==> config.mk <==
export PLATFORM = sky130hd
export DESIGN_NAME = buffered_uart
export DESIGN_NICKNAME = d
export VERILOG_FILES = /design/src/rtl/buffered_uart.sv
export SDC_FILE = /design/constraint.sdc
export NUM_CORES = 1
export LEC_CHECK = 0
export BUFFER_PORTS_ARGS = -buffer_cell sky130_fd_sc_hd__buf_4
export CELL_PAD_IN_SITES_DETAIL_PLACEMENT = 1
export CELL_PAD_IN_SITES_GLOBAL_PLACEMENT = 1
export CORE_MARGIN = 8
export CORE_UTILIZATION = 39
export CTS_CLUSTER_DIAMETER = 30
export DETAILED_ROUTE_END_ITERATION = 7
export HOLD_SLACK_MARGIN = 0.06
export PLACE_DENSITY = 0.6
export SETUP_SLACK_MARGIN = 0.5
export SYNTH_ARGS = -nofsm -noshare
export SYNTH_HDL_FRONTEND = slang
export SYNTH_SLANG_ARGS = --single-unit
export TNS_END_PERCENT = 1
==> constraint.sdc <==
create_clock -name clk -period 5.3 [get_ports clk]
set_input_delay 1.06 -clock clk [delete_from_list [all_inputs] [get_ports clk]]
set_output_delay 1.06 -clock clk [all_outputs]
set_load 0.03 [all_outputs]
==> src/rtl/buffered_uart.sv <==
module buffered_uart #(
  parameter int CLKS_PER_BIT = 868,
  parameter int DEPTH = 16,
  parameter int ERR_W = 8,
  localparam int CW = $clog2(DEPTH + 1)
) (
  input  logic             clk,
  input  logic             rst_n,
  input  logic             rx_in,
  output logic             tx_out,
  input  logic             push_valid,
  input  logic [7:0]       push_data,
  output logic             push_ok,
  input  logic [CW-1:0]    msg_len,
  output logic             msg_fits,
  input  logic             pop_req,
  output logic [7:0]       pop_data,
  input  logic             clr_rx,
  input  logic             clr_tx,
  input  logic             clr_err,
  output logic [CW-1:0]    rx_count,
  output logic [CW-1:0]    tx_free,
  output logic             busy,
  output logic             frame_err,
  output logic [ERR_W-1:0] frame_err_cnt
);
  localparam int AW = (DEPTH > 1) ? $clog2(DEPTH) : 1;
  localparam int TW = $clog2(CLKS_PER_BIT + 1);
  localparam logic [TW-1:0] BIT_END = TW'(CLKS_PER_BIT - 1);
  localparam logic [TW-1:0] HALF_END = TW'(CLKS_PER_BIT / 2 - 1);
  localparam logic [AW-1:0] LAST = AW'(DEPTH - 1);

  typedef enum logic [1:0] {S_IDLE, S_START, S_DATA, S_STOP} ser_t;

  function automatic logic [AW-1:0] wrap_inc(input logic [AW-1:0] p);
    return (p == LAST) ? '0 : p + 1'b1;
  endfunction

  // transmit queue
  logic [7:0]    tq_mem [DEPTH];
  logic [AW-1:0] tq_wr, tq_rd;
  logic [CW-1:0] tq_cnt;
  ser_t          ts;
  logic [TW-1:0] t_tick;
  logic [2:0]    t_bit;
  logic [7:0]    t_sh;
  logic          launch;

  assign push_ok  = push_valid && (tq_cnt != CW'(DEPTH)) && !clr_tx;
  assign launch   = (ts == S_IDLE) && (tq_cnt != '0) && !clr_tx;
  assign tx_free  = CW'(DEPTH) - tq_cnt;
  assign msg_fits = (msg_len <= tx_free);
  assign busy     = (tq_cnt != '0) || (ts != S_IDLE);

  always_ff @(posedge clk) begin
    if (push_ok) tq_mem[tq_wr] <= push_data;
  end

  always_ff @(posedge clk) begin
    if (!rst_n || clr_tx) begin
      tq_wr  <= '0;
      tq_rd  <= '0;
      tq_cnt <= '0;
    end else begin
      if (push_ok) tq_wr <= wrap_inc(tq_wr);
      if (launch)  tq_rd <= wrap_inc(tq_rd);
      tq_cnt <= tq_cnt + CW'(push_ok) - CW'(launch);
    end
  end

  always_ff @(posedge clk) begin
    if (!rst_n) begin
      ts     <= S_IDLE;
      t_tick <= '0;
      t_bit  <= '0;
      t_sh   <= '0;
      tx_out <= 1'b1;
    end else begin
      case (ts)
        S_IDLE: if (launch) begin
          ts     <= S_START;
          t_sh   <= tq_mem[tq_rd];
          t_tick <= '0;
          tx_out <= 1'b0;
        end
        S_START: if (t_tick == BIT_END) begin
          ts     <= S_DATA;
          t_tick <= '0;
          t_bit  <= '0;
          tx_out <= t_sh[0];
        end else t_tick <= t_tick + 1'b1;
        S_DATA: if (t_tick == BIT_END) begin
          t_tick <= '0;
          if (t_bit == 3'd7) begin
            ts     <= S_STOP;
            tx_out <= 1'b1;
          end else begin
            t_bit  <= t_bit + 1'b1;
            t_sh   <= t_sh >> 1;
            tx_out <= t_sh[1];
          end
        end else t_tick <= t_tick + 1'b1;
        S_STOP: if (t_tick == BIT_END) begin
          ts     <= S_IDLE;
          t_tick <= '0;
        end else t_tick <= t_tick + 1'b1;
        default: ts <= S_IDLE;
      endcase
    end
  end

  // receiver
  logic [2:0]    r_sync;
  logic          r_line;
  ser_t          rs;
  logic [TW-1:0] r_tick;
  logic [2:0]    r_bit;
  logic [7:0]    r_sh;
  logic          r_done, r_bad;

  assign r_line = r_sync[1];

  always_ff @(posedge clk) begin
    if (!rst_n) begin
      r_sync <= 3'b111;
      rs     <= S_IDLE;
      r_tick <= '0;
      r_bit  <= '0;
      r_sh   <= '0;
      r_done <= 1'b0;
      r_bad  <= 1'b0;
    end else begin
      r_sync <= {r_sync[1:0], rx_in};
      r_done <= 1'b0;
      r_bad  <= 1'b0;
      case (rs)
        S_IDLE: if (r_sync[2] && !r_line) begin
          rs     <= S_START;
          r_tick <= '0;
        end
        S_START: if (r_tick == HALF_END) begin
          r_tick <= '0;
          r_bit  <= '0;
          rs     <= r_line ? S_IDLE : S_DATA;
        end else r_tick <= r_tick + 1'b1;
        S_DATA: if (r_tick == BIT_END) begin
          r_tick <= '0;
          r_sh   <= {r_line, r_sh[7:1]};
          r_bit  <= r_bit + 1'b1;
          if (r_bit == 3'd7) rs <= S_STOP;
        end else r_tick <= r_tick + 1'b1;
        S_STOP: if (r_tick == BIT_END) begin
          r_tick <= '0;
          rs     <= S_IDLE;
          r_done <= r_line;
          r_bad  <= !r_line;
        end else r_tick <= r_tick + 1'b1;
        default: rs <= S_IDLE;
      endcase
    end
  end

  // receive queue
  logic [7:0]    rq_mem [DEPTH];
  logic [AW-1:0] rq_wr, rq_rd;
  logic          rq_put, rq_take;

  assign rq_put   = r_done && (rx_count != CW'(DEPTH)) && !clr_rx;
  assign rq_take  = pop_req && (rx_count != '0) && !clr_rx;
  assign pop_data = rq_mem[rq_rd];

  always_ff @(posedge clk) begin
    if (rq_put) rq_mem[rq_wr] <= r_sh;
  end

  always_ff @(posedge clk) begin
    if (!rst_n || clr_rx) begin
      rq_wr    <= '0;
      rq_rd    <= '0;
      rx_count <= '0;
    end else begin
      if (rq_put)  rq_wr <= wrap_inc(rq_wr);
      if (rq_take) rq_rd <= wrap_inc(rq_rd);
      rx_count <= rx_count + CW'(rq_put) - CW'(rq_take);
    end
  end

  always_ff @(posedge clk) begin
    if (!rst_n || clr_err) begin
      frame_err     <= 1'b0;
      frame_err_cnt <= '0;
    end else if (r_bad) begin
      frame_err <= 1'b1;
      if (frame_err_cnt != '1) frame_err_cnt <= frame_err_cnt + 1'b1;
    end
  end
endmodule

== After elaboration in Yosys (flattened, before gate mapping) ==
Memory sizes are Yosys's and may differ from the RTL's. A register that Yosys moved wholly into a read port is not among the register bits.
Cells that the tools add are included.

* Bits of input ports: 21
* Memories kept: 2
* Word-level logic and storage cells: 151
* Memory bits (writable): 256
* Bits in registers: 87

* Add/sub/neg operators: 14
* Eq/ne operators: 29
* $lt $le $gt $ge: 1
* Reduce and logical (&&, ||, !) cells: 37
* Muxes and demuxes: 48

{| class="wikitable"
|+ Memories
! memory !! depth !! width !! read ports !! clocked after Yosys merged registers in !! write ports !! line !! source
|-
| rq_mem || 16 || 8 || 1 || 1 || 1 || 164 || <nowiki>logic [7:0] rq_mem [DEPTH];</nowiki>
|-
| tq_mem || 16 || 8 || 1 || 1 || 1 || 40 || <nowiki>logic [7:0] tq_mem [DEPTH];</nowiki>
|}

{| class="wikitable"
|+ Operators by type and width
! kind !! count
|-
| 10-bit 2-to-1 mux || 5
|-
| 4-bit 2-to-1 mux || 8
|-
| 10-bit case mux with 3 select lines || 1
|-
| 8-bit 2-to-1 mux || 3
|-
| 2-bit 2-to-1 mux || 11
|-
| 2-bit inequality test, second input constant || 11
|-
| 10-bit by 1-bit adder with 10-bit output, second input constant || 2
|-
| 10-bit == test, second input constant || 2
|-
| 10-bit case mux with 2 select lines || 1
|-
| 4-bit by 1-bit adder with 4-bit output, second input constant || 4
|-
| 4-bit == test, second input constant || 4
|-
| 2-bit case mux with 4 select lines || 2
|-
| 8-bit case mux with 2 select lines || 1
|-
| 3-bit 2-to-1 mux || 5
|-
| 3-bit case mux with 2 select lines || 2
|-
| 4-bit AND reduction || 3
|-
| 5-bit by 1-bit adder with 5-bit output || 2
|-
| 10-bit by 9-bit == test with 1-bit output, second input constant || 1
|-
| 5-bit inequality test, second input constant || 2
|-
| 5-bit AND reduction || 2
|-
| 5-bit nonzero test || 2
|-
| 5-bit by 1-bit subtractor with 5-bit output || 2
|-
| 1-bit logical AND || 9
|-
| 8-bit by 1-bit adder with 8-bit output, second input constant || 1
|-
| 18 further kinds || 43
|}

== Depth between registers and ports, before layout ==
Gate-level depths: netlist (run 1).

* Depth after elaboration: 5
* Gate-level depth with buffers: 13
* Gate-level depth less buffers: 13

== Worst setup path before layout (run 1) ==
OpenSTA, ideal clock, no wires.

* Path kind: reg-to-output
* Start: register tq_cnt[0]
* End: output msg_fits
* Slack: 1.727 ns
* Arrival: 2.513 ns
* Buffers on the path: 0
* Cell stages (with the launch flop): 10
* Required time: 4.240 ns
* Cell sequence: dfxtp_1 > inv_1 > ha_1 > xnor2_1 > inv_1 > ha_1 > o21a_1 > o21a_1 > o21a_1 > o22ai_1

* Word-level cells in the longest chain between the ends: 2

{| class="wikitable"
|+ Ends and longest elaborated chain
! item !! line !! source
|-
| start: declaration || 42 || <nowiki>logic [CW-1:0] tq_cnt;</nowiki>
|-
| start signal: assignment || 67 || <nowiki>tq_cnt <= tq_cnt + CW'(push_ok) - CW'(launch);</nowiki>
|-
| 5-bit subtractor || 51 || <nowiki>assign tx_free = CW'(DEPTH) - tq_cnt;</nowiki>
|-
| via tx_free[2] || 22 || <nowiki>output logic [CW-1:0] tx_free,</nowiki>
|-
| 5-bit <= comparator || 52 || <nowiki>assign msg_fits = (msg_len <= tx_free);</nowiki>
|-
| end: declaration || 15 || <nowiki>output logic msg_fits,</nowiki>
|}

The timed path passes the listed nets, and every way through them passes these cells.

==> impl_metrics.json, run 1 <==
{
  "power.leakage_uw": 0.00637,
  "cts.reportedPaths.clkPinSlew_ns": 0.05,
  "die_x_um": 210,
  "grt_max_degree": 41,
  "setup_ws_ns": 1.18,
  "syn_nets": 1035,
  "drt_wl_total_um": 32400,
  "ys_ff_latch": 351,
  "diodes": 0,
  "clk_latency_ns": 0.59,
  "synth-edff-count": 256,
  "route.detailed.drc": 0,
  "netlist_instances": 969,
  "skew_ns": 0.0169,
  "die_height_um": 210,
  "rsz0062_at_grt": "no",
  "die_area_um2": 44000,
  "area_growth_pct": 25.1,
  "critPathKind": "reg2out",
  "synth.avg_cell_area_um2": 15.1,
  "critPathSlowestCell": "dfxtp_2",
  "synth_top_area_cell": "edfxtp_1",
  "run_status": "complete, no violations",
  "io_buffer_count": 51,
  "place_congestion": 0.747,
  "cts_tree": "built",
  "worst-path-buf-inv": 2,
  "dr.pass1.iters": 6,
  "critical-path-top-delay-family": "multiplexers",
  "worstPathArrival_ns": 3.06,
  "grt_first_pass_wirelength_um": 52100,
  "ys_top_cells_by_area": "edfxtp_1, dfxtp_1, mux4_2",
  "place_hpwl_um": 20200,
  "place_area_um2": 15500,
  "async_flop_share_pct": 0,
  "synth_top_area_share_pct": 52.5,
  "whs_ns": 0.401,
  "max_stage_delay_ns": 0.89,
  "final_layout_size_suffix_gt1_share_pct": 25.6,
  "cp-start-kind": "flip-flop",
  "core-area_um2": 37300,
  "path_cells": "buf_4 > mux4_2 > mux4_2 > buf_4",
  "maxSlewHeadroom_pct": 11.9,
  "finalSetupTns_ns": 0,
  "crit_fanout": 23,
  "finalHoldViolCount": 0,
  "worstPathRequired_ns": 4.24,
  "final.min_clock_period_ns": 4.12,
  "final_area_um2": 18300,
  "hold_path.class": "reg2reg",
  "drt-initial-drc-count": 299,
  "synth.yosys.seq_area_share_pct": 65.5,
  "vias_per_cell": 5.17,
  "grt_overflow": 0,
  "synth_area_um2": 14600,
  "synth_cell_types": 59,
  "max_clock_freq_ghz": 0.243,
  "end_kind": "output pin",
  "cts_hold_buf": 0,
  "cts_setup_buffers": 0,
  "pin_count": 52,
  "worst_pin_slew_ns": 1.31,
  "fillers": 3624,
  "pre_cts_ws_ns": 1.64,
  "wl_per_cell_um": 20.0,
  "num_vias": 8371,
  "yosys_most_used_dff": "edfxtp_1",
  "max-cap-violations": 0,
  "grt_pass1_vias": 9266,
  "nets": 1139,
  "fin_crit_sh_pct": 77.8,
  "ant_nets": 0,
  "ir_drop_mv": 0.318,
  "powerDensity_nw_per_um2": 501,
  "initial_core_util_pct": 39.2,
  "ys_warn_count": 0,
  "post-route-util_pct": 49.1,
  "grt_usage_pct": 15.1,
  "core.rowCount": 71,
  "clock_sinks": 351,
  "multiInputGateArea_um2": 4720,
  "antenna_found_initial": 0,
  "seqCellArea_um2": 9590,
  "clockRootBuffer": "clkbuf_16",
  "final_max_slew_viol_count": 0,
  "cts_buffers": 84,
  "htree_levels": 3,
  "setup_viol": 0,
  "cts_buffer_depth": 3,
  "cts_resized": 0
}
==> state kept, by name, summed over array words and instances (netlist names), 2 cells and up, named ones only <==
| name | cells |
|---|---|
| rq_mem | 128 |
| r_sh | 8 |
| t_sh | 8 |
| r_sync | 3 |
| frame_err_cnt | 8 |
| tq_wr | 4 |
| r_bit | 3 |
| tq_cnt | 5 |
| t_tick | 10 |
| ts | 2 |
| r_tick | 10 |
| tq_mem | 128 |
| rx_count | 5 |
| tq_rd | 4 |
| t_bit | 3 |
| rq_rd | 4 |
| rq_wr | 4 |
==> cells by family (layout without fill, tap and decap cells) <==
group	Yosys count	after routing	synth area share [%]
buf+inv	80	255	2.36
mux	98	98	12.9
xor+xnor	22	22	1.32
compound gates	127	127	5.71
flops	351	351	65.5
simple gates	246	246	8.18
fa+ha+maj	45	45	3.95
==> area by class of cell <==
cell class                      instances  area share [%]
Inverter                               34           0.697
Clock buffer                           94            11.8
Tap cell                              474            3.24
Clock inverter                         63            3.44
Multi-Input combinational cell        538            25.8
Timing Repair Buffer                   64            2.62
Sequential cell                       351            52.4
==> report_power, final <==
group          internal (uW)  switching, uW
combinational            470            669
clock                   3410           1570
sequential              3000           56.3
==> through the flow <==
step	cells	power (uW)
after floorplan	969	3940
after global placement	1460	4250
after detailed placement	1460	4260
after CTS	1617	9320
after global routing	1618	9560
final	1618	9180
==> placed cells by master (no fill, tap or decap), types with 15 or more instances in the layout <==
master / instances
o21ai_1: 22
clkinv_2: 22
buf_4: 64
dfxtp_1: 93
nand2_1: 60
ha_1: 43
nor2_1: 84
clkbuf_16: 84
edfxtp_1: 256
inv_1: 31
a31oi_1: 19
nand3_1: 16
xor2_1: 15
a21oi_1: 31
mux4_2: 73
mux2i_1: 25
==> Yosys cell counts (3+ instances only) <==
cell,count
a211o_1,10
a211oi_1,8
a21o_1,3
a21oi_1,31
a31oi_1,19
a41oi_1,3
and2_1,9
and3_1,10
buf_1,8
buf_2,9
buf_4,3
buf_6,3
clkbuf_1,23
dfxtp_1,95
edfxtp_1,256
ha_1,43
inv_1,31
mux2i_1,25
mux4_2,73
nand2_1,60
nand2b_1,8
nand3_1,16
nand3b_1,3
nand4_1,6
nand4b_1,3
nor2_1,84
nor2b_1,11
nor3_1,13
nor3b_1,3
o211a_1,3
o21a_1,4
o21ai_0,7
o21ai_1,22
or3_1,7
or4_1,3
xnor2_1,7
xor2_1,15
==> metal layers <==
metal	part of all wire, %	vias up	wire length (um)	GRT usage, %
li1	-	3954	-	-
met1	43	4204	13900	18.2
met2	51	149	16400	26.0
met3	4.2	64	1350	3.27
met4	2.5	0	800	6.34
met5	0	-	0	0
==> path summary, 6_finish.rpt <==
path	from	endpoint	slack, ns	depth (start not counted)
max reg2reg	tq_cnt[0]	tq_mem[0][7]	1.90	8
min reg2reg	r_sync[0]	r_sync[1]	0.40	1
max	flip-flop	pop_data[1]	1.18	4
min	r_sync[0]	r_sync[1]	0.40	1
==> worst reg2reg max path, stage by stage (launching register included) <==
cell and delay (ns):
dfxtp_1 0.35, inv_1 0.10, ha_1 0.24, and2_1 0.16
ha_1 0.18, nor2b_1 0.17, nor2b_1 0.54, nand2_1 0.22
nor3_1 1.03
Note: power is estimated with default switching activity, not from simulation.
==> inputs of run 2 (changes only) <==
ABC_AREA = 1   (was unset)
PLACE_DENSITY = 0.66   (was 0.6)
clock period = 3.78 ns   (was 5.3 ns; I/O delays follow)
==> run 2 against run 1 <==
  * Final cell count increased by 34%
  * Die area increased by 4.3%
  * Clock skew increased by 0.0036 ns
  * Synthesized cell count increased by 54%
  * Via count increased by 30%
  * Sequential cell count unchanged
  * Utilization increased by 0.24 points
  * Global-route usage increased by 2.0 points
  * Critical path depth increased by 6
  * Highest routed layer unchanged
  * First-iteration DRC count increased by 120%
  * Clock power increased by 45%
==> impl_metrics.json, run 2 <==
{
  "max-cap-violations": 0,
  "initial_core_util_pct": 39.6,
  "rsz0062_at_grt": "yes",
  "clk_latency_ns": 0.59,
  "hold_path.class": "in2reg",
  "end_kind": "output pin",
  "nets": 1648,
  "skew_ns": 0.0205,
  "grt_first_pass_wirelength_um": 63300,
  "final_layout_size_suffix_gt1_share_pct": 15.1,
  "synth_cell_types": 46,
  "grt_overflow": 0,
  "worst-path-buf-inv": 3,
  "num_vias": 10874,
  "diodes": 0,
  "clockRootBuffer": "clkbuf_16",
  "final.min_clock_period_ns": 3.19,
  "setup_viol": 0,
  "place_hpwl_um": 24900,
  "powerDensity_nw_per_um2": 692,
  "io_buffer_count": 51,
  "core-area_um2": 38700,
  "final_max_slew_viol_count": 0,
  "cts_tree": "built",
  "die_x_um": 214,
  "fin_crit_sh_pct": 84.4,
  "netlist_instances": 1490,
  "syn_nets": 1556,
  "critPathSlowestCell": "dfxtp_1",
  "grt_usage_pct": 17.1,
  "worst_pin_slew_ns": 1.08,
  "drt-initial-drc-count": 644,
  "area_growth_pct": 24.7,
  "ir_drop_mv": 0.690,
  "grt_max_degree": 71,
  "wl_per_cell_um": 18.1,
  "dr.pass1.iters": 5,
  "yosys_most_used_dff": "edfxtp_1",
  "max_stage_delay_ns": 0.36,
  "final_cell_mix": "nand2_1, edfxtp_1, inv_1",
  "layout_commonest_cell": "nand2_1",
  "synth_top_area_cell": "edfxtp_1",
  "vias_per_cell": 5.01,
  "run_status": "complete, no violations",
  "ys_ff_latch": 351,
  "finalSetupTns_ns": 0,
  "maxSlewHeadroom_pct": 28.1,
  "synth_commonest_cells": "nand2_1, edfxtp_1, inv_1",
  "synth.yosys.seq_area_share_pct": 62.6,
  "cp-start-kind": "flip-flop",
  "drt_wl_total_um": 39300,
  "critical-path-top-delay-family": "adder cells",
  "clock_sinks": 351,
  "grt_pass1_vias": 11730,
  "max_clock_freq_ghz": 0.313,
  "cts_buffer_depth": 3,
  "die_area_um2": 45900,
  "place_congestion": 0.767,
  "ys_top_cells_by_area": "edfxtp_1, dfxtp_1, nand2_1",
  "synth.avg_cell_area_um2": 10.3,
  "power.leakage_uw": 0.00735,
  "synth_area_um2": 15300,
  "path_cells": "inv_1 > ha_2 > nand2_1 > inv_1 > ha_4 > ha_4 > nand4_1 > o221ai_1 > o21ai_0 > buf_4",
  "crit_fanout": 4,
  "finalHoldViolCount": 0,
  "route.detailed.drc": 0,
  "post-route-util_pct": 49.3,
  "ant_nets": 0,
  "cts.reportedPaths.clkPinSlew_ns": 0.04,
  "synth-edff-count": 256,
  "synth_top_area_share_pct": 50.2,
  "cts_hold_buf": 0,
  "synth_most_common_cell": "nand2_1",
  "async_flop_share_pct": 0,
  "ys_warn_count": 0,
  "top_regs": "rq_mem x128, tq_mem x128",
  "worstPathRequired_ns": 3.02,
  "core.rowCount": 72,
  "pin_count": 52,
  "die_height_um": 214,
  "worstPathArrival_ns": 2.43,
  "cts_buffers": 85,
  "critPathKind": "reg2out",
  "antenna_found_initial": 0,
  "htree_levels": 3
}
[run 2: what timing repair did]
action                                  CTS  global route
gates resized for setup                   3             3
setup buffers                             1             0
endpoints found under the setup margin    8             6
[run 2: power by group]
part           internal (uW)  switching (uW)
clock                   4880            2310
sequential              4220            78.2
combinational            575            1150
total                   9680            3540
[run 2: path summary, 6_finish.rpt]
kind / depth (start not counted) / from / slack (ns) / endpoint
min: 2 / rx_in / 0.35 / r_sync[0]
max reg2reg: 11 / tq_cnt[0] / 0.96 / tq_mem[3][0]
max: 10 / tq_cnt[0] / 0.59 / msg_fits
min reg2reg: 2 / frame_err_cnt[4] / 0.46 / frame_err_cnt[4]
[run 2: through the flow]
stage | power, uW | setup slack [ns] | hold WS, ns | cell area [um2] | std cells
floorplan | 5560 | 0.921 | 0.393 | 15300 | 1490
global placement | 6010 | 0.949 | 0.451 | 16200 | 2012
detailed placement | 6060 | 0.937 | 0.458 | 16200 | 2012
CTS | 13400 | 0.481 | 0.321 | 19100 | 2172
global route | 13800 | 0.416 | 0.350 | 19100 | 2172
finish | 13200 | 0.589 | 0.353 | 19100 | 2172
[run 2: final cells by class]
cell class | instances | area (um2)
fillers | 4180 | 19600
clock inverters | 58 | 606
multi-input cells | 922 | 4880
flip-flops and latches | 351 | 9590
repair buffers | 62 | 477
well taps | 518 | 648
inverters | 160 | 607
clock buffers | 101 | 2290
[run 2: cell families (layout without fill, tap and decap cells)]
| group | after synthesis | count (layout) | share of synthesized area, % |
|---|---|---|---|
| AO/OA/AOI/OAI | 243 | 243 | 8.97 |
| flip-flops | 351 | 351 | 62.6 |
| adder cells (fa/ha/maj) | 45 | 45 | 3.77 |
| multiplexers | 32 | 32 | 2.09 |
| buffers and inverters | 217 | 381 | 5.76 |
| XOR/XNOR | 10 | 10 | 0.572 |
| AND/OR/NAND/NOR | 592 | 592 | 16.3 |
[run 2: layer usage]
| metal | up-vias | share of wire [%] | routed length [um] | track usage, % |
|---|---|---|---|---|
| li1 | 5308 | - | - | - |
| met1 | 5313 | 43 | 16800 | 19.9 |
| met3 | 81 | 3.7 | 1440 | 3.62 |
| met5 | - | 0 | 0 | 0 |
| met2 | 172 | 51 | 20000 | 30.4 |
| met4 | 0 | 2.7 | 1070 | 6.86 |
==> inputs of run 3 (changes only) <==
ABC_AREA = 0   (was 1)
PLACE_DENSITY = 0.62   (was 0.66)
clock period = 2.9 ns   (was 3.78 ns; I/O delays follow)
==> run 3 against run 2 <==
  * The run now ends with negative setup slack left
  * Sequential cell count did not move
  * Critical endpoint is now pop_data[1]
  * Combinational power rose by 57%
  * Power up 33%
  * Global-route usage shrank 1.2 points
  * Utilization up 1.9 points
  * Highest routed layer unchanged
  * Via count fell by 20%
  * Die area is 4.2% lower
  * Clock power grew 28%
==> impl_metrics.json, run 3 (synthesized netlist as in run 1, its figures left out) <==
{
  "run_status": "finished, violations left",
  "violations": "negative setup slack",
  "clockPowerShare_pct": 52.7,
  "crit_fanout": 16,
  "initial_core_util_pct": 39.2,
  "clock_sinks": 351,
  "setup_viol": 9,
  "setup_ws_ns": -0.0861,
  "p_sw_share_pct": 25.4,
  "worstPathArrival_ns": 2.41,
  "cts_hold_buf": 0,
  "hold_path.class": "in2reg",
  "final_max_slew_viol_count": 0,
  "place_congestion": 0.734,
  "layout_commonest_cell": "edfxtp_1",
  "nets": 1182,
  "fillers": 3583,
  "pin_count": 52,
  "grt_usage_pct": 15.9,
  "antenna_found_initial": 0,
  "fin_crit_sh_pct": 103,
  "final.min_clock_period_ns": 2.99,
  "core-area_um2": 37300,
  "maxSlewHeadroom_pct": 47.8,
  "dr.pass1.iters": 4,
  "route.detailed.drc": 0,
  "rsz0062_at_grt": "yes",
  "io_buffer_count": 51,
  "area_growth_pct": 30.6,
  "place_hpwl_um": 21100,
  "drt_wl_total_um": 34200,
  "vias_per_cell": 5.23,
  "ir_drop_mv": 0.697,
  "grt_first_pass_wirelength_um": 54500,
  "top_regs": "rq_mem x128, tq_mem x128",
  "final_layout_size_suffix_gt1_share_pct": 32.9,
  "grt_max_degree": 35,
  "clockRootBuffer": "clkbuf_16",
  "clk_latency_ns": 0.59,
  "drt-initial-drc-count": 380,
  "finalHoldViolCount": 0,
  "final_cell_mix": "edfxtp_1, dfxtp_1, clkbuf_16",
  "power.leakage_uw": 0.00670,
  "worst_pin_slew_ns": 0.782,
  "end_kind": "output pin",
  "num_vias": 8679,
  "max-cap-violations": 0,
  "max_clock_freq_ghz": 0.335,
  "grt_pass1_vias": 9480,
  "total_power_uw": 17600,
  "cts_tree": "built",
  "die_height_um": 210,
  "critPathKind": "reg2out",
  "die_area_um2": 44000,
  "pwr-share-seq_pct": 31.9,
  "cts_buffer_depth": 3,
  "htree_levels": 3,
  "finalSetupTns_ns": -0.634,
  "cts_buffers": 86,
  "diodes": 0,
  "pwr-share-comb_pct": 15.5,
  "powerDensity_nw_per_um2": 918,
  "grt_overflow": 0,
  "pre_cts_ws_ns": 0.00707,
  "p_int_uw": 13100,
  "wl_per_cell_um": 20.6,
  "core.rowCount": 71,
  "die_x_um": 210,
  "skew_ns": 0.0325,
  "cts.reportedPaths.clkPinSlew_ns": 0.04,
  "p_switching_uw": 4470,
  "cp-start-kind": "flip-flop",
  "worstPathRequired_ns": 2.32,
  "ant_nets": 0
}
==> run 3: area by class of cell <==
class | count | area [um2] | share of cell area (%)
inverter | 34 | 135 | 0.707
tap | 474 | 593 | 3.10
multi-input combinational | 538 | 5000 | 26.1
timing repair buffer | 105 | 918 | 4.80
clock buffer | 107 | 2360 | 12.4
clock inverter | 51 | 499 | 2.61
sequential | 351 | 9610 | 50.3
==> run 3: per-layer routing <==
metal  global-route usage [%]  share of wire (%)  vias up
met5                        0                  0        -
met4                     5.76                1.9        0
met3                     3.83                4.9       59
met2                     26.5                 50      176
met1                     19.9                 43     4424
li1                         -                  -     4020
==> run 3: worst max-delay path: stages, from the launching register on <==
cell and delay [ns]:
dfxtp_4 0.43, buf_16 0.20, mux4_2 0.51, mux4_2 0.52
buf_6 0.16
==> run 3: final timing paths <==
kind | from | endpoint | slack, ns | depth (start not counted)
max | flip-flop | pop_data[1] | -0.09 | 4
max reg2reg | rx_count[3] | rx_count[4] | 0.09 | 12
min reg2reg | r_sync[0] | r_sync[1] | 0.40 | 1
min | rx_in | r_sync[0] | 0.19 | 2
==> run 3: metrics by stage <==
step                utilization, %  cells  area [um2]  hold slack [ns]
floorplan                        -    969       14700            0.386
global placement              42.6   1499       15900            0.396
detailed placement            42.6   1499       15900            0.400
CTS                           50.9   1659       19000            0.157
global route                  51.2   1660       19100            0.176
finish                        51.2   1660       19100            0.193
==> run 3: what timing repair did <==
item,in CTS,in global routing
resized for setup,45,25
pin swaps,19,18
gates cloned,2,0
setup buffers,0,1
setup endpoints to repair,156,65
==> run 3: power groups by stage <==
stage / combinational, uW / clock (uW) / sequential, uW
2_1_floorplan: 1620 / 0 / 5650
3_3_place_gp: 2280 / 0 / 5660
3_5_place_dp: 2300 / 0 / 5660
4_1_cts: 2470 / 9450 / 5590
5_1_grt: 2980 / 9710 / 5600
6_report: 2710 / 9250 / 5590
